## src/rtl/spi_qbuf_pkg.sv

```systemverilog
package spi_qbuf_pkg;

    // Pointer width for a queue of n slots (at least one bit).
    function automatic int unsigned idx_bits(input int unsigned n);
        return (n < 2) ? 1 : $clog2(n);
    endfunction

    // Queue operation performed in one cycle: {pop, push}.
    typedef enum logic [1:0] {
        Q_IDLE = 2'b00,
        Q_PUSH = 2'b01,
        Q_POP  = 2'b10,
        Q_BOTH = 2'b11
    } q_op_e;

endpackage

```

## src/rtl/qbuf_sticky.sv

```systemverilog
module qbuf_sticky (
    input  logic clk,
    input  logic rst_n,
    input  logic set,
    input  logic clr,
    output logic flag
);
    logic flag_d, flag_q;

    always_comb begin
        flag_d = flag_q;
        if (clr) flag_d = 1'b0;
        if (set) flag_d = 1'b1;   // an event never gets lost to a clear
    end

    always_ff @(posedge clk) begin
        if (!rst_n) flag_q <= 1'b0;
        else        flag_q <= flag_d;
    end

    assign flag = flag_q;

    p_set_wins_r4: assert property (@(posedge clk) disable iff (!rst_n)
        set |=> flag);
    p_clear_r4: assert property (@(posedge clk) disable iff (!rst_n)
        (clr && !set) |=> !flag);
    p_hold_r4: assert property (@(posedge clk) disable iff (!rst_n)
        (!set && !clr) |=> $stable(flag));
endmodule

```

## src/rtl/qbuf_fifo.sv

```systemverilog
module qbuf_fifo
    import spi_qbuf_pkg::*;
#(
    parameter int unsigned WIDTH = 8,
    parameter int unsigned DEPTH = 4,
    localparam int unsigned PTR_W = idx_bits(DEPTH),
    localparam int unsigned CNT_W = $clog2(DEPTH + 1)
) (
    input  logic             clk,
    input  logic             rst_n,
    input  logic             bypass,
    input  logic             flush,
    input  logic             push,
    input  logic [WIDTH-1:0] wdata,
    input  logic             pop,
    output logic [WIDTH-1:0] rdata,
    output logic [CNT_W-1:0] count,
    output logic             full,
    output logic             empty
);
    typedef struct packed {
        logic [PTR_W-1:0] wr;
        logic [PTR_W-1:0] rd;
        logic [CNT_W-1:0] cnt;
    } state_t;

    state_t st_d, st_q;
    logic [WIDTH-1:0] mem_q [DEPTH];

    logic [CNT_W-1:0] cap;
    logic [PTR_W-1:0] last_idx;
    logic             do_push, do_pop;
    q_op_e            op;

    // Capacity collapses to one slot in bypass mode.
    assign cap      = bypass ? CNT_W'(1) : CNT_W'(DEPTH);
    assign last_idx = bypass ? '0 : PTR_W'(DEPTH - 1);
    assign full     = (st_q.cnt >= cap);
    assign empty    = (st_q.cnt == '0);
    assign do_push  = push && !full  && !flush;
    assign do_pop   = pop  && !empty && !flush;
    assign op       = q_op_e'({do_pop, do_push});

    function automatic logic [PTR_W-1:0] adv(input logic [PTR_W-1:0] p,
                                             input logic [PTR_W-1:0] lim);
        return (p == lim) ? '0 : p + PTR_W'(1);
    endfunction

    always_comb begin
        st_d = st_q;
        if (flush) begin
            st_d = '0;
        end else begin
            unique case (op)
                Q_PUSH: begin
                    st_d.wr  = adv(st_q.wr, last_idx);
                    st_d.cnt = st_q.cnt + CNT_W'(1);
                end
                Q_POP: begin
                    st_d.rd  = adv(st_q.rd, last_idx);
                    st_d.cnt = st_q.cnt - CNT_W'(1);
                end
                Q_BOTH: begin
                    st_d.wr = adv(st_q.wr, last_idx);
                    st_d.rd = adv(st_q.rd, last_idx);
                end
                default: ;
            endcase
        end
    end

    always_ff @(posedge clk) begin
        if (!rst_n) st_q <= '0;
        else        st_q <= st_d;
    end

    always_ff @(posedge clk) begin
        if (do_push) mem_q[st_q.wr] <= wdata;
    end

    assign rdata = mem_q[st_q.rd];
    assign count = st_q.cnt;

    p_count_bound_r1: assert property (@(posedge clk) disable iff (!rst_n)
        count <= CNT_W'(DEPTH));
    p_push_step_r2: assert property (@(posedge clk) disable iff (!rst_n)
        (push && !full && !pop && !flush) |=> count == $past(count) + CNT_W'(1));
    p_pop_step_r2: assert property (@(posedge clk) disable iff (!rst_n)
        (pop && !empty && !push && !flush) |=> count == $past(count) - CNT_W'(1));
    p_full_push_drop_r1: assert property (@(posedge clk) disable iff (!rst_n)
        (push && full && !pop && !flush) |=> $stable(count));
    p_flush_clears_r10: assert property (@(posedge clk) disable iff (!rst_n)
        flush |=> count == '0);
    p_empty_pop_r11: assert property (@(posedge clk) disable iff (!rst_n)
        (pop && empty && !push && !flush) |=> count == '0);
    p_bypass_one_r7: assert property (@(posedge clk) disable iff (!rst_n)
        bypass |-> count <= CNT_W'(1));
endmodule

```

## src/rtl/spi_cmd_fifo_buf.sv

```systemverilog
module spi_cmd_fifo_buf
    import spi_qbuf_pkg::*;
#(
    parameter int unsigned CMD_W  = 16,
    parameter int unsigned DATA_W = 16,
    parameter int unsigned DEPTH  = 4,
    localparam int unsigned CNT_W = $clog2(DEPTH + 1)
) (
    input  logic              clk,
    input  logic              rst_n,
    input  logic              cfg_tx_bypass,
    input  logic              cfg_rx_bypass,
    input  logic              tx_flush,
    input  logic              rx_flush,
    input  logic              host_push,
    input  logic [CMD_W-1:0]  host_push_cmd,
    input  logic [DATA_W-1:0] host_push_data,
    input  logic              host_pop,
    output logic [DATA_W-1:0] host_pop_data,
    input  logic              eng_tx_req,
    output logic              eng_tx_valid,
    output logic [CMD_W-1:0]  eng_tx_cmd,
    output logic [DATA_W-1:0] eng_tx_data,
    input  logic              eng_rx_valid,
    input  logic [DATA_W-1:0] eng_rx_data,
    input  logic              clr_underflow,
    input  logic              clr_overflow,
    output logic [CNT_W-1:0]  tx_count,
    output logic [CNT_W-1:0]  rx_count,
    output logic              tx_fill_req,
    output logic              rx_drain_req,
    output logic              tx_underflow,
    output logic              rx_overflow
);
    localparam int unsigned TXE_W = CMD_W + DATA_W;

    logic [TXE_W-1:0] tx_head;
    logic             tx_full, tx_empty, rx_full, rx_empty;

    qbuf_fifo #(.WIDTH(TXE_W), .DEPTH(DEPTH)) u_txq (
        .clk   (clk),
        .rst_n (rst_n),
        .bypass(cfg_tx_bypass),
        .flush (tx_flush),
        .push  (host_push),
        .wdata ({host_push_cmd, host_push_data}),
        .pop   (eng_tx_req),
        .rdata (tx_head),
        .count (tx_count),
        .full  (tx_full),
        .empty (tx_empty)
    );

    qbuf_fifo #(.WIDTH(DATA_W), .DEPTH(DEPTH)) u_rxq (
        .clk   (clk),
        .rst_n (rst_n),
        .bypass(cfg_rx_bypass),
        .flush (rx_flush),
        .push  (eng_rx_valid),
        .wdata (eng_rx_data),
        .pop   (host_pop),
        .rdata (host_pop_data),
        .count (rx_count),
        .full  (rx_full),
        .empty (rx_empty)
    );

    qbuf_sticky u_udf (
        .clk  (clk),
        .rst_n(rst_n),
        .set  (eng_tx_req && tx_empty),
        .clr  (clr_underflow),
        .flag (tx_underflow)
    );

    qbuf_sticky u_ovf (
        .clk  (clk),
        .rst_n(rst_n),
        .set  (eng_rx_valid && rx_full && !rx_flush),
        .clr  (clr_overflow),
        .flag (rx_overflow)
    );

    assign eng_tx_cmd   = tx_head[TXE_W-1:DATA_W];
    assign eng_tx_data  = tx_head[DATA_W-1:0];
    assign eng_tx_valid = !tx_empty;
    assign tx_fill_req  = !tx_full;
    assign rx_drain_req = !rx_empty;

    p_fill_req_r3: assert property (@(posedge clk) disable iff (!rst_n)
        tx_fill_req == (tx_count < (cfg_tx_bypass ? CNT_W'(1) : CNT_W'(DEPTH))));
    p_drain_req_r5: assert property (@(posedge clk) disable iff (!rst_n)
        rx_drain_req == (rx_count != '0));
    p_underflow_set_r4: assert property (@(posedge clk) disable iff (!rst_n)
        (eng_tx_req && tx_count == '0) |=> tx_underflow);
    p_no_overflow_r6: assert property (@(posedge clk) disable iff (!rst_n)
        (eng_rx_valid && !rx_flush && !host_pop &&
         rx_count == (cfg_rx_bypass ? CNT_W'(1) : CNT_W'(DEPTH))) |=> rx_overflow && $stable(rx_count));
    p_rx_bypass_one_r8: assert property (@(posedge clk) disable iff (!rst_n)
        cfg_rx_bypass |-> rx_count <= CNT_W'(1));
endmodule

```

## config.mk

```make
export PLATFORM = sky130hd
export DESIGN_NAME = spi_cmd_fifo_buf
export DESIGN_NICKNAME = d
export VERILOG_FILES = /design/src/rtl/spi_qbuf_pkg.sv /design/src/rtl/qbuf_sticky.sv /design/src/rtl/qbuf_fifo.sv /design/src/rtl/spi_cmd_fifo_buf.sv
export SDC_FILE = /design/constraint.sdc
export NUM_CORES = 1
export LEC_CHECK = 0
export BUFFER_PORTS_ARGS = -buffer_cell sky130_fd_sc_hd__buf_2
export CORE_UTILIZATION = 53
export CTS_BUF_LIST = sky130_fd_sc_hd__clkbuf_8
export CTS_CLUSTER_SIZE = 40
export DETAILED_ROUTE_END_ITERATION = 16
export GPL_TIMING_DRIVEN = 0
export PLACE_DENSITY = 0.86
export REMOVE_ABC_BUFFERS = 1
export SLEW_MARGIN = 20
export SYNTH_ARGS = -nofsm -noshare
export SYNTH_HDL_FRONTEND = slang
export SYNTH_SLANG_ARGS = --single-unit
```

## constraint.sdc

```tcl
create_clock -name clk -period 2.9 [get_ports clk]
set_input_delay 0.58 -clock clk [delete_from_list [all_inputs] [get_ports clk]]
set_output_delay 0.58 -clock clk [all_outputs]
set_load 0.1 [all_outputs]
```

## Word-level counts from Yosys, hierarchy flattened

Memory sizes are Yosys's and may differ from the RTL's. A register that Yosys moved wholly into a read port is not among the register bits.
Cells that the tools add are included.
W data, S select, Z words.

- Register bits after elaboration: 16
- Bits in writable memories: 192
- Bits of input ports: 60
- Logic and storage cells: 82
- Memories: 2

- Add/subtract/negate cells: 8
- $lt $le $gt $ge: 2
- Equal/unequal tests: 10
- Multiplexer cells: 22
- Bitwise operators: 1
- Reduce and logical (&&, ||, !) cells: 29

Memories:

| memory | depth | width | read ports | clocked after memory_dff | write ports | line | RTL |
|---|---|---|---|---|---|---|---|
| u_txq.mem_q | 4 | 32 | 1 | 1 | 1 | qbuf_fifo.sv:28 | `logic [WIDTH-1:0] mem_q [DEPTH];` |
| u_rxq.mem_q | 4 | 16 | 1 | 1 | 1 | qbuf_fifo.sv:28 |  |

Operators by type and width:

| kind | number |
|---|---|
| $mux W2 | 10 |
| $pmux W3 S2 | 2 |
| $reduce_or A2 Y1 | 6 |
| $logic_and A1 B1 Y1 | 11 |
| $add A2 B1 Y2 const B | 4 |
| $eq A2 B2 Y1 | 4 |
| $eq A2 B2 Y1 const B | 4 |
| $mux W1 | 8 |
| $reduce_bool A2 Y1 | 4 |
| $add A3 B1 Y3 const B | 2 |
| $ge A3 B3 Y1 | 2 |
| $logic_not A1 Y1 | 6 |
| $logic_not A3 Y1 | 2 |
| $mux W3 | 2 |
| $sub A3 B1 Y3 const B | 2 |
| $eq A2 B1 Y1 const B | 2 |
| $not A1 Y1 | 1 |

## Depth between registers and ports, before layout

Gate-level depths: netlist of run 1.

- Word-level depth: 9
- Mapped depth: 11
- Mapped depth without buffers: 11

## Hierarchy

A second synthesis of run 1 with hierarchy kept.

- Cells, all modules: 390
- Area, all modules: 8171.6 um^2

By module, submodules not included:

| module | times used | cells an instance | area each (um^2) |
|---|---|---|---|
| qbuf_fifo at u_txq | 1 | 231 | 5178.7 |
| qbuf_fifo at u_rxq | 1 | 148 | 2884.0 |
| qbuf_sticky | 2 | 3 | 41.3 |
| spi_cmd_fifo_buf | 1 | 5 | 26.3 |

## Worst setup path before layout of run 1

OpenSTA, ideal clock, no wires.

- Kind: input -> output
- Start point: input port cfg_tx_bypass
- End point: output port tx_fill_req
- Arrival: 2.740 ns
- Required time: 2.320 ns
- Slack: -0.420 ns
- Stages on the path: 3
- Path buffers: 0
- Cells stage by stage: ha_1 > or3b_4 > a21oi_1

- Cells in the longest elaborated chain, start to end: 3

RTL lines:

| element | line | RTL |
|---|---|---|
| start: declaration | spi_cmd_fifo_buf.sv:11 | `input logic cfg_tx_bypass,` |
| $mux W3 | qbuf_fifo.sv:36 | `assign cap = bypass ? CNT_W'(1) : CNT_W'(DEPTH);` |
| $ge A3 B3 Y1 | qbuf_fifo.sv:38 | `assign full = (st_q.cnt >= cap);` |
| $logic_not A1 Y1 | spi_cmd_fifo_buf.sv:87 | `assign tx_fill_req = !tx_full;` |
| end: declaration | spi_cmd_fifo_buf.sv:30 | `output logic tx_fill_req,` |

No other way between the ends.

==> impl_metrics.prom, run 1 <==
# TYPE chip_impl_metric gauge
chip_impl_metric{name="core",unit="µm²"} 14800
chip_impl_metric{name="rrSetupSlack",unit="ns"} 0.16
chip_impl_metric{name="post_synth_num_cell_types",unit=""} 26
chip_impl_metric{name="fillers",unit=""} 1008
chip_impl_metric{name="post_route_drc_violation_count",unit=""} 0
chip_impl_metric{name="post-synth-top-area-fraction",unit="%"} 70.8
chip_impl_metric{name="syn-mean-instance-area",unit="µm²"} 20.9
chip_impl_metric{name="place.detailed.hpwl",unit="mm"} 9.13
chip_impl_info{name="cp-end-kind",value="output pin"} 1
chip_impl_metric{name="clock-skew-final",unit="ns"} 0.0158
chip_impl_metric{name="critical_path_arrival",unit="ns"} 2.17
chip_impl_metric{name="gp_congestion",unit=""} 0.740
chip_impl_metric{name="timing.fmax",unit="MHz"} 364
chip_impl_info{name="post_synth_main_area_contributors",value="sky130_fd_sc_hd__edfxtp_1 (71%), sky130_fd_sc_hd__mux4_2 (13%), sky130_fd_sc_hd__dfxtp_1 (4.9%)"} 1
chip_impl_metric{name="via_count_of_the_first_global_routing_pass",unit=""} 4356
chip_impl_metric{name="internal_power",unit="W"} 0.00476
chip_impl_metric{name="worst_pin_slew",unit="ns"} 0.871
chip_impl_metric{name="hold_depth",unit=""} 1
chip_impl_metric{name="power.density_cell_area",unit="nW/µm²"} 636
chip_impl_metric{name="finalMaxSlewViolations",unit=""} 0
chip_impl_metric{name="timing.max_slew.rel_slack",unit="%"} 42.0
chip_impl_metric{name="power_frac_clock",unit="%"} 38.5
chip_impl_metric{name="grt_first_pass_wirelength",unit="mm"} 22.3
chip_impl_info{name="timing.hold.worst_endpoint",value="u_txq.mem_q[1][16]"} 1
chip_impl_metric{name="power.net_switching",unit="W"} 0.00142
chip_impl_metric{name="clock_insertion_delay_worst_skew",unit="ns"} 0.49
chip_impl_metric{name="placedCellCount",unit=""} 680
chip_impl_metric{name="max_cap_violations",unit=""} 0
chip_impl_metric{name="vias_per_cell",unit=""} 5.51
chip_impl_metric{name="min_period_over_period",unit="%"} 94.7
chip_impl_info{name="worstSetupPathType",value="reg -> out"} 1
chip_impl_metric{name="die_w",unit="µm"} 126
chip_impl_metric{name="drt_pass1_iterations",unit=""} 5
chip_impl_metric{name="clock_sinks",unit=""} 212
chip_impl_metric{name="antenna_cells",unit=""} 0
chip_impl_info{name="critical_path.reg2reg.endpoint",value="u_rxq.mem_q[3][11]"} 1
chip_impl_metric{name="chipHeight",unit="µm"} 126
chip_impl_metric{name="r2r.worst_path.cells",unit=""} 6
chip_impl_info{name="root_buffer_cell",value="sky130_fd_sc_hd__clkbuf_8"} 1
chip_impl_metric{name="finalSetupTns",unit="ns"} 0
chip_impl_metric{name="post_drt_wl_per_cell",unit="µm"} 19.2
chip_impl_metric{name="portBuffers",unit=""} 118
chip_impl_metric{name="timing.final.hold_violations",unit=""} 0
chip_impl_metric{name="ant_nets_after_route",unit=""} 0
chip_impl_info{name="synth_largest_area_cell",value="sky130_fd_sc_hd__edfxtp_1"} 1
chip_impl_metric{name="critical_path_required",unit="ns"} 2.32
chip_impl_metric{name="clk_pin_slew",unit="ns"} 0.06
chip_impl_metric{name="initial_utilization",unit="%"} 55.2
chip_impl_metric{name="finalPower",unit="W"} 0.00618
chip_impl_metric{name="power.leakage",unit="nW"} 3.40
chip_impl_metric{name="swShare",unit="%"} 23.0
chip_impl_metric{name="totalWireLength",unit="mm"} 14.3
chip_impl_info{name="cp-start-kind",value="flip-flop"} 1
chip_impl_metric{name="routed-via-count",unit=""} 4111
chip_impl_info{name="hold_path.class",value="in -> reg"} 1
chip_impl_metric{name="final_cell_count_no_fill",unit=""} 746
chip_impl_metric{name="postSynthRegisterBits",unit=""} 212
chip_impl_info{name="hp-start",value="host_push_cmd[0]"} 1
chip_impl_metric{name="ioPinCount",unit=""} 119
chip_impl_metric{name="grtUsageTotal",unit="%"} 18.6
chip_impl_info{name="critical_path.slowest_cell",value="sky130_fd_sc_hd__dfxtp_4"} 1
chip_impl_info{name="rr_startpoint",value="u_rxq.count[0]"} 1
chip_impl_metric{name="grt_remaining_overflow",unit=""} 0
chip_impl_metric{name="slowest_delay",unit="ns"} 0.58
chip_impl_metric{name="power_frac_comb",unit="%"} 6.8
chip_impl_metric{name="seq_power_share",unit="%"} 54.6
chip_impl_metric{name="synth-seq-area-share",unit="%"} 75.8
chip_impl_metric{name="max-clock-path-buffers",unit=""} 3
chip_impl_info{name="cp_cell_sequence",value="buf_12 -> mux4_2 -> buf_2"} 1
chip_impl_metric{name="netlist_area",unit="µm²"} 8140
chip_impl_metric{name="fp.dieArea",unit="µm²"} 15900
chip_impl_metric{name="ir_drop",unit="mV"} 0.485
chip_impl_info{name="outcome",value="finished clean"} 1
chip_impl_metric{name="critical_path.max_fanout",unit=""} 17
chip_impl_metric{name="detailedRoute.firstIterationViolations",unit=""} 159
chip_impl_metric{name="yosys_warnings",unit=""} 0
chip_impl_metric{name="floorplan.rows",unit=""} 44
chip_impl_metric{name="layout.core_utilization",unit="%"} 65.8
chip_impl_metric{name="pin_count_of_the_biggest_net_entering_global_routing",unit=""} 33
chip_impl_metric{name="post_route_cells_drive_above_1_share",unit="%"} 41.5
chip_impl_metric{name="area_delta_synth_final",unit="%"} 19.3
chip_impl_metric{name="finish.net_count",unit=""} 618
chip_impl_info{name="rsz0062_at_grt",value="no"} 1
chip_impl_info{name="cts_tree",value="built"} 1
chip_impl_metric{name="final_critical_period",unit="ns"} 2.75
chip_impl_metric{name="h-tree-depth",unit=""} 2
chip_impl_metric{name="synthesis.instances",unit=""} 390
chip_impl_metric{name="cts_made_buffers",unit=""} 36
chip_impl_metric{name="cts-hold-fix-buffers",unit=""} 0
chip_impl_metric{name="finalHoldWorstSlack",unit="ns"} 0.292
chip_impl_metric{name="setup_viol",unit=""} 0
chip_impl_metric{name="grt_antenna_before_repair",unit=""} 1
-- cell families (layout without fill, tap and decap cells) --
group,after synthesis,count (layout),synth area share (%)
flops,212,212,75.8
simple gates,40,40,2.58
buf+inv,38,210,2.11
fa+ha+maj,20,20,3.26
xor+xnor,6,6,0.646
mux,48,48,13.3
compound gates,26,26,2.37
-- power by group through the flow --
| stage | logic, W | clock network, W | registers (W) |
|---|---|---|---|
| after floorplan | 0.000279 | 0 | 0.00346 |
| after global placement | 0.000402 | 0 | 0.00344 |
| after detailed placement | 0.000420 | 0 | 0.00344 |
| after CTS | 0.000421 | 0.00246 | 0.00338 |
| after global routing | 0.000443 | 0.00258 | 0.00338 |
| final | 0.000423 | 0.00238 | 0.00338 |
-- metrics by stage --
step	worst slack (ns)	cell area, µm²
global route	0.0114	9710
global placement	-0.818	8870
finish	0.154	9710
detailed placement	-0.255	9010
CTS	0.0324	9660
floorplan	-1.07	8050
-- critical path: cells and delay by family (launching register included) --
| family | cells | cell delay, ns |
|---|---|---|
| flip-flops | 1 | 0.58 |
| buffers and inverters | 2 | 0.56 |
| multiplexers | 1 | 0.53 |
-- per-layer routing --
layer	vias up	track usage (%)	routed length (µm)
met5	-	0	11
met3	37	5.23	1070
met2	159	32.6	7340
met1	2062	21.7	5540
li1	1851	-	-
met4	2	7.30	351
-- worst max-delay path by stage --
stage                     slack (ns)                  to  cells after the start
after detailed placement       -0.25      u_txq.count[2]                     11
after floorplan                -1.07         tx_fill_req                      4
after CTS                       0.03      u_txq.count[2]                     11
after global placement         -0.82  u_txq.mem_q[0][24]                      5
after global routing            0.01      u_rxq.count[1]                     12
final                           0.15      eng_tx_cmd[12]                      3
-- cells in the final DEF, fill, tap and decap left out, types with 8 or more instances in the layout --
cell	n
sky130_fd_sc_hd__a21oi_1	13
sky130_fd_sc_hd__buf_2	117
sky130_fd_sc_hd__clkbuf_8	38
sky130_fd_sc_hd__dfxtp_1	15
sky130_fd_sc_hd__edfxtp_1	192
sky130_fd_sc_hd__ha_1	17
sky130_fd_sc_hd__inv_1	34
sky130_fd_sc_hd__mux4_2	48
sky130_fd_sc_hd__nand2_1	8
sky130_fd_sc_hd__nor2_1	12
-- synthesized netlist by cell type --
master                      number
sky130_fd_sc_hd__buf_1           1
sky130_fd_sc_hd__a2111oi_4       2
sky130_fd_sc_hd__or3b_4          2
sky130_fd_sc_hd__nor2_1         12
sky130_fd_sc_hd__dfxtp_1        20
sky130_fd_sc_hd__xor2_1          4
sky130_fd_sc_hd__fa_1            2
sky130_fd_sc_hd__and2_1          8
sky130_fd_sc_hd__buf_2           5
sky130_fd_sc_hd__nand2_1         8
sky130_fd_sc_hd__edfxtp_1      192
sky130_fd_sc_hd__a211o_1         4
sky130_fd_sc_hd__a21oi_1        13
sky130_fd_sc_hd__and3_1          2
sky130_fd_sc_hd__mux4_2         48
sky130_fd_sc_hd__or3_1           3
sky130_fd_sc_hd__a211oi_1        1
sky130_fd_sc_hd__nor3_1          1
sky130_fd_sc_hd__buf_4           6
sky130_fd_sc_hd__clkbuf_1        5
sky130_fd_sc_hd__nor2b_1         3
sky130_fd_sc_hd__inv_1          21
sky130_fd_sc_hd__o21ai_0         6
sky130_fd_sc_hd__xnor2_1         2
sky130_fd_sc_hd__nor3b_1         1
sky130_fd_sc_hd__ha_1           18
-- flip-flops by register name, indices dropped and copies added (netlist names), named ones only --
register,cells
u_txq.mem_q,128
u_udf.flag,1
u_rxq.st_q,4
u_txq.count,3
u_rxq.mem_q,64
u_txq.st_q,4
u_ovf.flag,1
u_rxq.count,3
-- final cells by class --
| class | count | area, µm² | share of cell area, % |
|---|---|---|---|
| Clock buffer | 38 | 523 | 5.39 |
| Clock inverter | 24 | 123 | 1.26 |
| Inverter | 21 | 78.8 | 0.812 |
| Multi-Input combinational cell | 140 | 1810 | 18.6 |
| Sequential cell | 212 | 6170 | 63.6 |
| Tap cell | 184 | 230 | 2.37 |
| Timing Repair Buffer | 127 | 773 | 7.96 |
-- what timing repair did --
action                                  in CTS  in global routing
buffers inserted                             0                  4
endpoints found under the setup margin      25                 72
pin swaps                                    2                  2
gates resized for setup                      1                  4
(Power assumes the default switching activity.)
==> inputs of run 2 (changes only) <==
--- a/config.mk
+++ b/config.mk
@@ -12,6 +12,7 @@
 export DETAILED_ROUTE_END_ITERATION = 16
 export GPL_TIMING_DRIVEN = 0
 export PLACE_DENSITY = 0.86
+export RECOVER_POWER = 50
 export REMOVE_ABC_BUFFERS = 1
 export SLEW_MARGIN = 20
 export SYNTH_ARGS = -nofsm -noshare
==> run 2 against run 1 <==
  * Global-route usage unchanged
  * Sequential power about the same
  * Cell count unchanged
  * Power down 0.16%
  * First-iteration DRC count up 12%
  * Flip-flop and latch count unchanged
  * Routed wire length down 0.35%
  * Die area unchanged
==> impl_metrics.prom, run 2 (same netlist as run 1, synthesis figures left out) <==
# TYPE chip_impl_metric gauge
chip_impl_metric{name="die_w",unit="µm"} 126
chip_impl_metric{name="pin_count_of_the_biggest_net_entering_global_routing",unit=""} 33
chip_impl_metric{name="fillers",unit=""} 1040
chip_impl_metric{name="drt_pass1_iterations",unit=""} 4
chip_impl_info{name="critical_path.reg2reg.endpoint",value="u_rxq.count[2]"} 1
chip_impl_metric{name="floorplan.rows",unit=""} 44
chip_impl_info{name="cp-start-kind",value="flip-flop"} 1
chip_impl_metric{name="final_cell_count_no_fill",unit=""} 746
chip_impl_metric{name="clk_pin_slew",unit="ns"} 0.06
chip_impl_info{name="critical_path.slowest_cell",value="sky130_fd_sc_hd__dfxtp_4"} 1
chip_impl_metric{name="cts_made_buffers",unit=""} 36
chip_impl_metric{name="largest_register_ffs",unit=""} 128
chip_impl_info{name="rr_startpoint",value="u_rxq.count[0]"} 1
chip_impl_metric{name="totalWireLength",unit="mm"} 14.3
chip_impl_metric{name="timing.final.hold_violations",unit=""} 0
chip_impl_metric{name="r2r.worst_path.cells",unit=""} 12
chip_impl_metric{name="grtUsageTotal",unit="%"} 18.6
chip_impl_info{name="layout_commonest_cell",value="sky130_fd_sc_hd__edfxtp_1"} 1
chip_impl_metric{name="critical_path.max_fanout",unit=""} 17
chip_impl_metric{name="critical_path_arrival",unit="ns"} 2.17
chip_impl_metric{name="critical_path_required",unit="ns"} 2.32
chip_impl_metric{name="fin_area",unit="µm²"} 9640
chip_impl_metric{name="met3_wirelength",unit="mm"} 1.03
chip_impl_metric{name="chipHeight",unit="µm"} 126
chip_impl_metric{name="place_area",unit="µm²"} 9010
chip_impl_metric{name="ioPinCount",unit=""} 119
chip_impl_metric{name="grt_antenna_before_repair",unit=""} 1
chip_impl_metric{name="fp.dieArea",unit="µm²"} 15900
chip_impl_metric{name="area_delta_synth_final",unit="%"} 18.4
chip_impl_metric{name="finish.net_count",unit=""} 618
chip_impl_metric{name="gp_congestion",unit=""} 0.740
chip_impl_metric{name="portBuffers",unit=""} 118
chip_impl_info{name="biggestRegsByFlops",value="u_txq.mem_q (128), u_rxq.mem_q (64)"} 1
chip_impl_metric{name="finalMaxSlewViolations",unit=""} 0
chip_impl_metric{name="placedCellCount",unit=""} 680
chip_impl_metric{name="met1_length",unit="mm"} 5.57
chip_impl_metric{name="final_critical_period",unit="ns"} 2.75
chip_impl_metric{name="vias_per_cell",unit=""} 5.52
chip_impl_metric{name="grt_remaining_overflow",unit=""} 0
chip_impl_metric{name="worst_slack",unit="ns"} 0.154
chip_impl_metric{name="post_place_setup_slack",unit="ns"} -0.255
chip_impl_metric{name="place.detailed.hpwl",unit="mm"} 9.13
chip_impl_metric{name="max_cap_violations",unit=""} 0
chip_impl_metric{name="core",unit="µm²"} 14800
chip_impl_metric{name="routed-wl-met2",unit="mm"} 7.31
chip_impl_info{name="highest_layer",value="met5"} 1
chip_impl_metric{name="clock_insertion_delay_worst_skew",unit="ns"} 0.50
chip_impl_metric{name="h-tree-depth",unit=""} 2
chip_impl_metric{name="finalPower",unit="W"} 0.00617
chip_impl_info{name="root_buffer_cell",value="sky130_fd_sc_hd__clkbuf_8"} 1
chip_impl_metric{name="detailedRoute.firstIterationViolations",unit=""} 178
chip_impl_metric{name="power.density_cell_area",unit="nW/µm²"} 640
chip_impl_metric{name="post_route_drc_violation_count",unit=""} 0
chip_impl_metric{name="power.leakage",unit="nW"} 3.22
chip_impl_metric{name="multiInputGateArea",unit="µm²"} 1810
chip_impl_info{name="worstSetupPathType",value="reg -> out"} 1
chip_impl_metric{name="min_period_over_period",unit="%"} 94.7
chip_impl_metric{name="clock-skew-final",unit="ns"} 0.0175
chip_impl_info{name="cts_tree",value="built"} 1
chip_impl_metric{name="clock_sinks",unit=""} 212
chip_impl_info{name="hp-start",value="eng_rx_data[11]"} 1
chip_impl_metric{name="seq_area",unit="µm²"} 6170
chip_impl_info{name="layout_common_cells",value="sky130_fd_sc_hd__edfxtp_1 (192), sky130_fd_sc_hd__buf_2 (59), sky130_fd_sc_hd__clkbuf_1 (58)"} 1
chip_impl_metric{name="ant_nets_after_route",unit=""} 0
chip_impl_metric{name="setup_viol",unit=""} 0
chip_impl_info{name="outcome",value="finished clean"} 1
chip_impl_metric{name="post_drt_wl_per_cell",unit="µm"} 19.1
chip_impl_metric{name="worst_pin_slew",unit="ns"} 1.21
chip_impl_metric{name="slowest_delay",unit="ns"} 0.58
chip_impl_info{name="max_flop_register",value="u_txq.mem_q"} 1
chip_impl_metric{name="timing.fmax",unit="MHz"} 364
chip_impl_metric{name="ir_drop",unit="mV"} 0.486
chip_impl_metric{name="grt_first_pass_wirelength",unit="mm"} 22.3
chip_impl_metric{name="rrSetupSlack",unit="ns"} 0.17
chip_impl_info{name="cp-end-kind",value="output pin"} 1
chip_impl_metric{name="initial_utilization",unit="%"} 55.2
chip_impl_info{name="rsz0062_at_grt",value="no"} 1
chip_impl_metric{name="routed-via-count",unit=""} 4120
chip_impl_info{name="cp_cell_sequence",value="buf_12 -> mux4_2 -> buf_2"} 1
chip_impl_info{name="crit_path_end",value="eng_tx_cmd[12]"} 1
chip_impl_metric{name="finalHoldWorstSlack",unit="ns"} 0.339
chip_impl_metric{name="via_count_of_the_first_global_routing_pass",unit=""} 4356
chip_impl_metric{name="antenna_cells",unit=""} 0
chip_impl_info{name="hold_path.class",value="in -> reg"} 1
chip_impl_metric{name="post_route_cells_drive_above_1_share",unit="%"} 31.1
chip_impl_metric{name="max-clock-path-buffers",unit=""} 3
chip_impl_metric{name="timing.max_slew.rel_slack",unit="%"} 19.7
==> run 2: cell count changes in the layout (fill, tap and decap cells not counted), sizes merged <==
cell / previous run / this run
buf: 126 / 68
clkbuf: 39 / 97
==> run 2: worst max-delay path, delay by kind of cell (launching register included) <==
family	cells	cell delay (ns)
flip-flops	1	0.58
buffers and inverters	2	0.56
multiplexers	1	0.53
==> run 2: worst min path at each step <==
| stage | endpoint | slack, ns | cells past startpoint |
|---|---|---|---|
| 6_report | u_rxq.mem_q[2][11] | 0.34 | 1 |
| 5_1_grt | u_rxq.mem_q[3][6] | 0.32 | 1 |
| 4_1_cts | u_txq.mem_q[1][16] | 0.25 | 1 |
| 3_5_place_dp | flip-flop | 0.48 | 2 |
| 3_3_place_gp | u_txq.st_q[6] | 0.47 | 2 |
| 2_1_floorplan | flip-flop | 0.46 | 2 |
==> run 2: layer usage <==
| metal | GRT usage (%) | up-vias |
|---|---|---|
| met5 | 0 | - |
| met3 | 5.23 | 36 |
| met1 | 21.7 | 2071 |
| met2 | 32.6 | 158 |
| li1 | - | 1853 |
| met4 | 7.30 | 2 |
==> run 2: layout make-up <==
type / instances / share of cell area (%)
timing repair buffer: 127 / 7.27
sequential: 212 / 64.1
clock buffer: 38 / 5.43
inverter: 21 / 0.818
tap: 184 / 2.39
clock inverter: 24 / 1.27
multi-input combinational: 140 / 18.8
==> run 2: timing repair <==
| action | in CTS | in global routing |
|---|---|---|
| hold endpoints to repair | 0 | 0 |
| setup endpoints to repair | 25 | 72 |
| resized for setup | 1 | 4 |
| setup buffers | 0 | 4 |
| pin swaps | 2 | 2 |
| hold buffers | 0 | 0 |
==> run 2: where the power goes <==
group | switching (W) | internal [W] | total (W)
registers | 0.00000997 | 0.00337 | 0.00338
logic | 0.000323 | 0.0000895 | 0.000413
clock network | 0.00109 | 0.00129 | 0.00238
==> run 2: through the flow <==
step,util [%],setup TNS (ns)
2_1_floorplan,-,-117.00
5_1_grt,65.3,0
6_report,65.3,0
4_1_cts,65.5,0
3_3_place_gp,60.1,-135.90
3_5_place_dp,61.1,-26.41
==> inputs of run 3 (changes only) <==
--- a/config.mk
+++ b/config.mk
@@ -6,12 +6,12 @@
 export NUM_CORES = 1
 export LEC_CHECK = 0
 export BUFFER_PORTS_ARGS = -buffer_cell sky130_fd_sc_hd__buf_2
-export CORE_UTILIZATION = 53
+export CORE_UTILIZATION = 45
 export CTS_BUF_LIST = sky130_fd_sc_hd__clkbuf_8
 export CTS_CLUSTER_SIZE = 40
 export DETAILED_ROUTE_END_ITERATION = 16
 export GPL_TIMING_DRIVEN = 0
-export PLACE_DENSITY = 0.86
+export PLACE_DENSITY = 0.76
 export RECOVER_POWER = 50
 export REMOVE_ABC_BUFFERS = 1
 export SLEW_MARGIN = 20
==> run 3 against run 2 <==
  * Setup slack got worse by 0.029 ns
  * Cell count is 5.1% higher
  * Via count is 1.4% lower
  * First-iteration DRC count rose by 35%
  * Die area is 17% higher
  * Clock-buffer cell count fell by 3
  * Clock skew up 0.0036 ns
  * Register-to-register slack lost 0.05 ns
  * Non-clock buffer count down 1
==> impl_metrics.prom, run 3 (same netlist as run 1, synthesis figures left out) <==
# TYPE chip_impl_metric gauge
chip_impl_metric{name="power.leakage",unit="nW"} 3.18
chip_impl_metric{name="ant_nets_after_route",unit=""} 0
chip_impl_info{name="cp-start-kind",value="flip-flop"} 1
chip_impl_metric{name="hold_depth",unit=""} 1
chip_impl_info{name="critical_path.slowest_cell",value="sky130_fd_sc_hd__or3b_4"} 1
chip_impl_metric{name="clk_pin_slew",unit="ns"} 0.06
chip_impl_metric{name="finalSetupTns",unit="ns"} 0
chip_impl_metric{name="detailedRoute.firstIterationViolations",unit=""} 241
chip_impl_metric{name="final_critical_period",unit="ns"} 2.78
chip_impl_metric{name="floorplan.rows",unit=""} 48
chip_impl_metric{name="place.detailed.hpwl",unit="mm"} 9.35
chip_impl_metric{name="fp.dieArea",unit="µm²"} 18600
chip_impl_metric{name="grt_remaining_overflow",unit=""} 0
chip_impl_metric{name="timing.final.hold_violations",unit=""} 0
chip_impl_metric{name="final_cell_count_no_fill",unit=""} 784
chip_impl_metric{name="post_route_drc_violation_count",unit=""} 0
chip_impl_metric{name="min_period_over_period",unit="%"} 95.7
chip_impl_metric{name="groute.layer.met2.usage",unit="%"} 30.7
chip_impl_metric{name="grtUsageTotal",unit="%"} 16.4
chip_impl_metric{name="cp_buf_inv_count",unit=""} 4
chip_impl_metric{name="chipHeight",unit="µm"} 136
chip_impl_metric{name="timing.max_slew.rel_slack",unit="%"} 22.5
chip_impl_info{name="cts_tree",value="built"} 1
chip_impl_metric{name="placedCellCount",unit=""} 721
chip_impl_info{name="startpoint",value="u_rxq.count[0]"} 1
chip_impl_info{name="crit_family",value="simple AND/OR/NAND/NOR gates"} 1
chip_impl_metric{name="cts-hold-fix-buffers",unit=""} 0
chip_impl_metric{name="largest_register_ffs",unit=""} 128
chip_impl_metric{name="clock_sinks",unit=""} 212
chip_impl_metric{name="global_route.usage.met3",unit="%"} 5.15
chip_impl_metric{name="critical_path.max_fanout",unit=""} 7
chip_impl_metric{name="die_w",unit="µm"} 136
chip_impl_metric{name="fillers",unit=""} 1379
chip_impl_info{name="layout_commonest_cell",value="sky130_fd_sc_hd__edfxtp_1"} 1
chip_impl_metric{name="clock-skew-final",unit="ns"} 0.0211
chip_impl_info{name="worstSetupPathType",value="reg -> reg"} 1
chip_impl_metric{name="max-clock-path-buffers",unit=""} 3
chip_impl_metric{name="gp_congestion",unit=""} 0.761
chip_impl_metric{name="timing.fmax",unit="MHz"} 360
chip_impl_metric{name="via_count_of_the_first_global_routing_pass",unit=""} 4487
chip_impl_metric{name="finalHoldWorstSlack",unit="ns"} 0.336
chip_impl_metric{name="gr_met1_demand_resource",unit="%"} 17.4
chip_impl_metric{name="worst_pin_slew",unit="ns"} 1.17
chip_impl_info{name="cp_cell_sequence",value="inv_1 -> ha_1 -> or3b_4 -> a2111oi_4 -> buf_4 -> inv_1 -> ha_2 -> inv_1 -> fa_1 -> xor2_1 -> or3_1 -> a21oi_1"} 1
chip_impl_info{name="timing.hold.worst_endpoint",value="u_rxq.mem_q[0][8]"} 1
chip_impl_metric{name="core",unit="µm²"} 17500
chip_impl_metric{name="pin_count_of_the_biggest_net_entering_global_routing",unit=""} 33
chip_impl_info{name="biggestRegsByFlops",value="u_txq.mem_q (128), u_rxq.mem_q (64)"} 1
chip_impl_metric{name="finalPower",unit="W"} 0.00625
chip_impl_metric{name="critical_path_required",unit="ns"} 3.33
chip_impl_metric{name="rrSetupSlack",unit="ns"} 0.12
chip_impl_metric{name="cts_made_buffers",unit=""} 34
chip_impl_metric{name="grt_antenna_before_repair",unit=""} 1
chip_impl_metric{name="finalMaxSlewViolations",unit=""} 0
chip_impl_metric{name="r2r.worst_path.cells",unit=""} 12
chip_impl_metric{name="clock_insertion_delay_worst_skew",unit="ns"} 0.50
chip_impl_metric{name="totalWireLength",unit="mm"} 14.7
chip_impl_info{name="max_flop_register",value="u_txq.mem_q"} 1
chip_impl_metric{name="routed-via-count",unit=""} 4063
chip_impl_metric{name="h-tree-depth",unit=""} 2
chip_impl_info{name="hold_path.class",value="in -> reg"} 1
chip_impl_metric{name="ir_drop",unit="mV"} 0.488
chip_impl_metric{name="max_cap_violations",unit=""} 0
chip_impl_info{name="layout_common_cells",value="sky130_fd_sc_hd__edfxtp_1 (192), sky130_fd_sc_hd__buf_2 (60), sky130_fd_sc_hd__clkbuf_1 (57)"} 1
chip_impl_metric{name="critical_path_arrival",unit="ns"} 3.21
chip_impl_metric{name="initial_utilization",unit="%"} 46.6
chip_impl_metric{name="grt_first_pass_wirelength",unit="mm"} 22.8
chip_impl_metric{name="vias_per_cell",unit=""} 5.18
chip_impl_info{name="rr_startpoint",value="u_rxq.count[0]"} 1
chip_impl_metric{name="slowest_delay",unit="ns"} 0.40
chip_impl_info{name="rsz0062_at_grt",value="yes"} 1
chip_impl_metric{name="area_delta_synth_final",unit="%"} 18.7
chip_impl_info{name="critical_path.reg2reg.endpoint",value="u_rxq.count[2]"} 1
chip_impl_info{name="root_buffer_cell",value="sky130_fd_sc_hd__clkbuf_8"} 1
chip_impl_metric{name="multiInputGateArea",unit="µm²"} 1810
chip_impl_metric{name="depth_of_the_critical_timing_path_with_buffers_and_inverters_included",unit=""} 12
chip_impl_info{name="outcome",value="finished clean"} 1
chip_impl_info{name="cp-end-kind",value="flip-flop"} 1
chip_impl_metric{name="post_drt_wl_per_cell",unit="µm"} 18.8
chip_impl_info{name="hp-start",value="eng_rx_data[8]"} 1
chip_impl_metric{name="seq_area",unit="µm²"} 6170
chip_impl_metric{name="setup_viol",unit=""} 0
chip_impl_metric{name="finish.net_count",unit=""} 615
chip_impl_metric{name="portBuffers",unit=""} 118
chip_impl_metric{name="power.density_cell_area",unit="nW/µm²"} 647
chip_impl_metric{name="ioPinCount",unit=""} 119
chip_impl_info{name="path_common_cell",value="sky130_fd_sc_hd__inv_1"} 1
chip_impl_metric{name="drt_pass1_iterations",unit=""} 4
chip_impl_info{name="global_route.peak_usage_layer",value="met2"} 1
chip_impl_metric{name="post_route_cells_drive_above_1_share",unit="%"} 30.8
==> run 3: changes by cell type in the layout (fill, tap and decap cells not counted), moves of 2 or more <==
cell,before,now
sky130_fd_sc_hd__buf_12,1,6
sky130_fd_sc_hd__buf_16,5,0
sky130_fd_sc_hd__bufinv_16,1,3
sky130_fd_sc_hd__clkbuf_8,38,35
sky130_fd_sc_hd__clkinv_1,5,11
sky130_fd_sc_hd__clkinv_2,5,3
sky130_fd_sc_hd__inv_1,34,27
==> run 3: layer usage <==
layer	vias up	wire length, µm
met3	16	1090
met1	2066	5530
li1	1852	-
met4	0	182
met2	129	7930
met5	-	0
==> run 3: worst max path at each step <==
stage               slack, ns                  to
floorplan               -1.07         tx_fill_req
global placement        -0.88  u_txq.mem_q[3][31]
detailed placement      -0.31      u_rxq.count[2]
CTS                     0.008       eng_tx_cmd[7]
global route            -0.04      u_txq.count[2]
finish                   0.12      u_rxq.count[2]
==> run 3: where the power goes <==
part	internal, W	total, W	leakage [nW]	switching, W
Clock	0.00139	0.00246	0.355	0.00107
Sequential	0.00336	0.00337	1.90	0.0000102
Combinational	0.0000881	0.000411	0.920	0.000323
==> run 3: worst register-to-register path, stage by stage (launching register included) <==
cell and delay, ns:
sky130_fd_sc_hd__dfxtp_1 0.39, sky130_fd_sc_hd__inv_1 0.11, sky130_fd_sc_hd__ha_1 0.29, sky130_fd_sc_hd__or3b_4 0.40, sky130_fd_sc_hd__a2111oi_4 0.29, sky130_fd_sc_hd__buf_4 0.19
sky130_fd_sc_hd__inv_1 0.05, sky130_fd_sc_hd__ha_2 0.20, sky130_fd_sc_hd__inv_1 0.08, sky130_fd_sc_hd__fa_1 0.18, sky130_fd_sc_hd__xor2_1 0.09, sky130_fd_sc_hd__or3_1 0.31
sky130_fd_sc_hd__a21oi_1 0.14
==> run 3: what timing repair did <==
action,in CTS,in global routing
gates cloned,0,0
hold endpoints to repair,0,0
resized for setup,1,3
endpoints found under the setup margin,53,30
setup buffers,2,1
pin swaps,2,0
==> run 3: area by class of cell <==
type,count,area share (%)
inverters,21,0.816
multi-input cells,140,18.7
clock inverters,24,1.83
clock buffers,35,4.99
flip-flops and latches,212,63.9
diodes,1,0.0259
repair buffers,126,6.80
well taps,225,2.91
==> run 3: per-stage QoR <==
stage | instance area (µm²) | worst slack, ns | utilization (%)
floorplan | 8050 | -1.07 | -
global placement | 8920 | -0.884 | 51.0
detailed placement | 9030 | -0.309 | 51.7
CTS | 9710 | 0.00846 | 55.5
global route | 9660 | -0.0355 | 55.3
finish | 9660 | 0.124 | 55.3
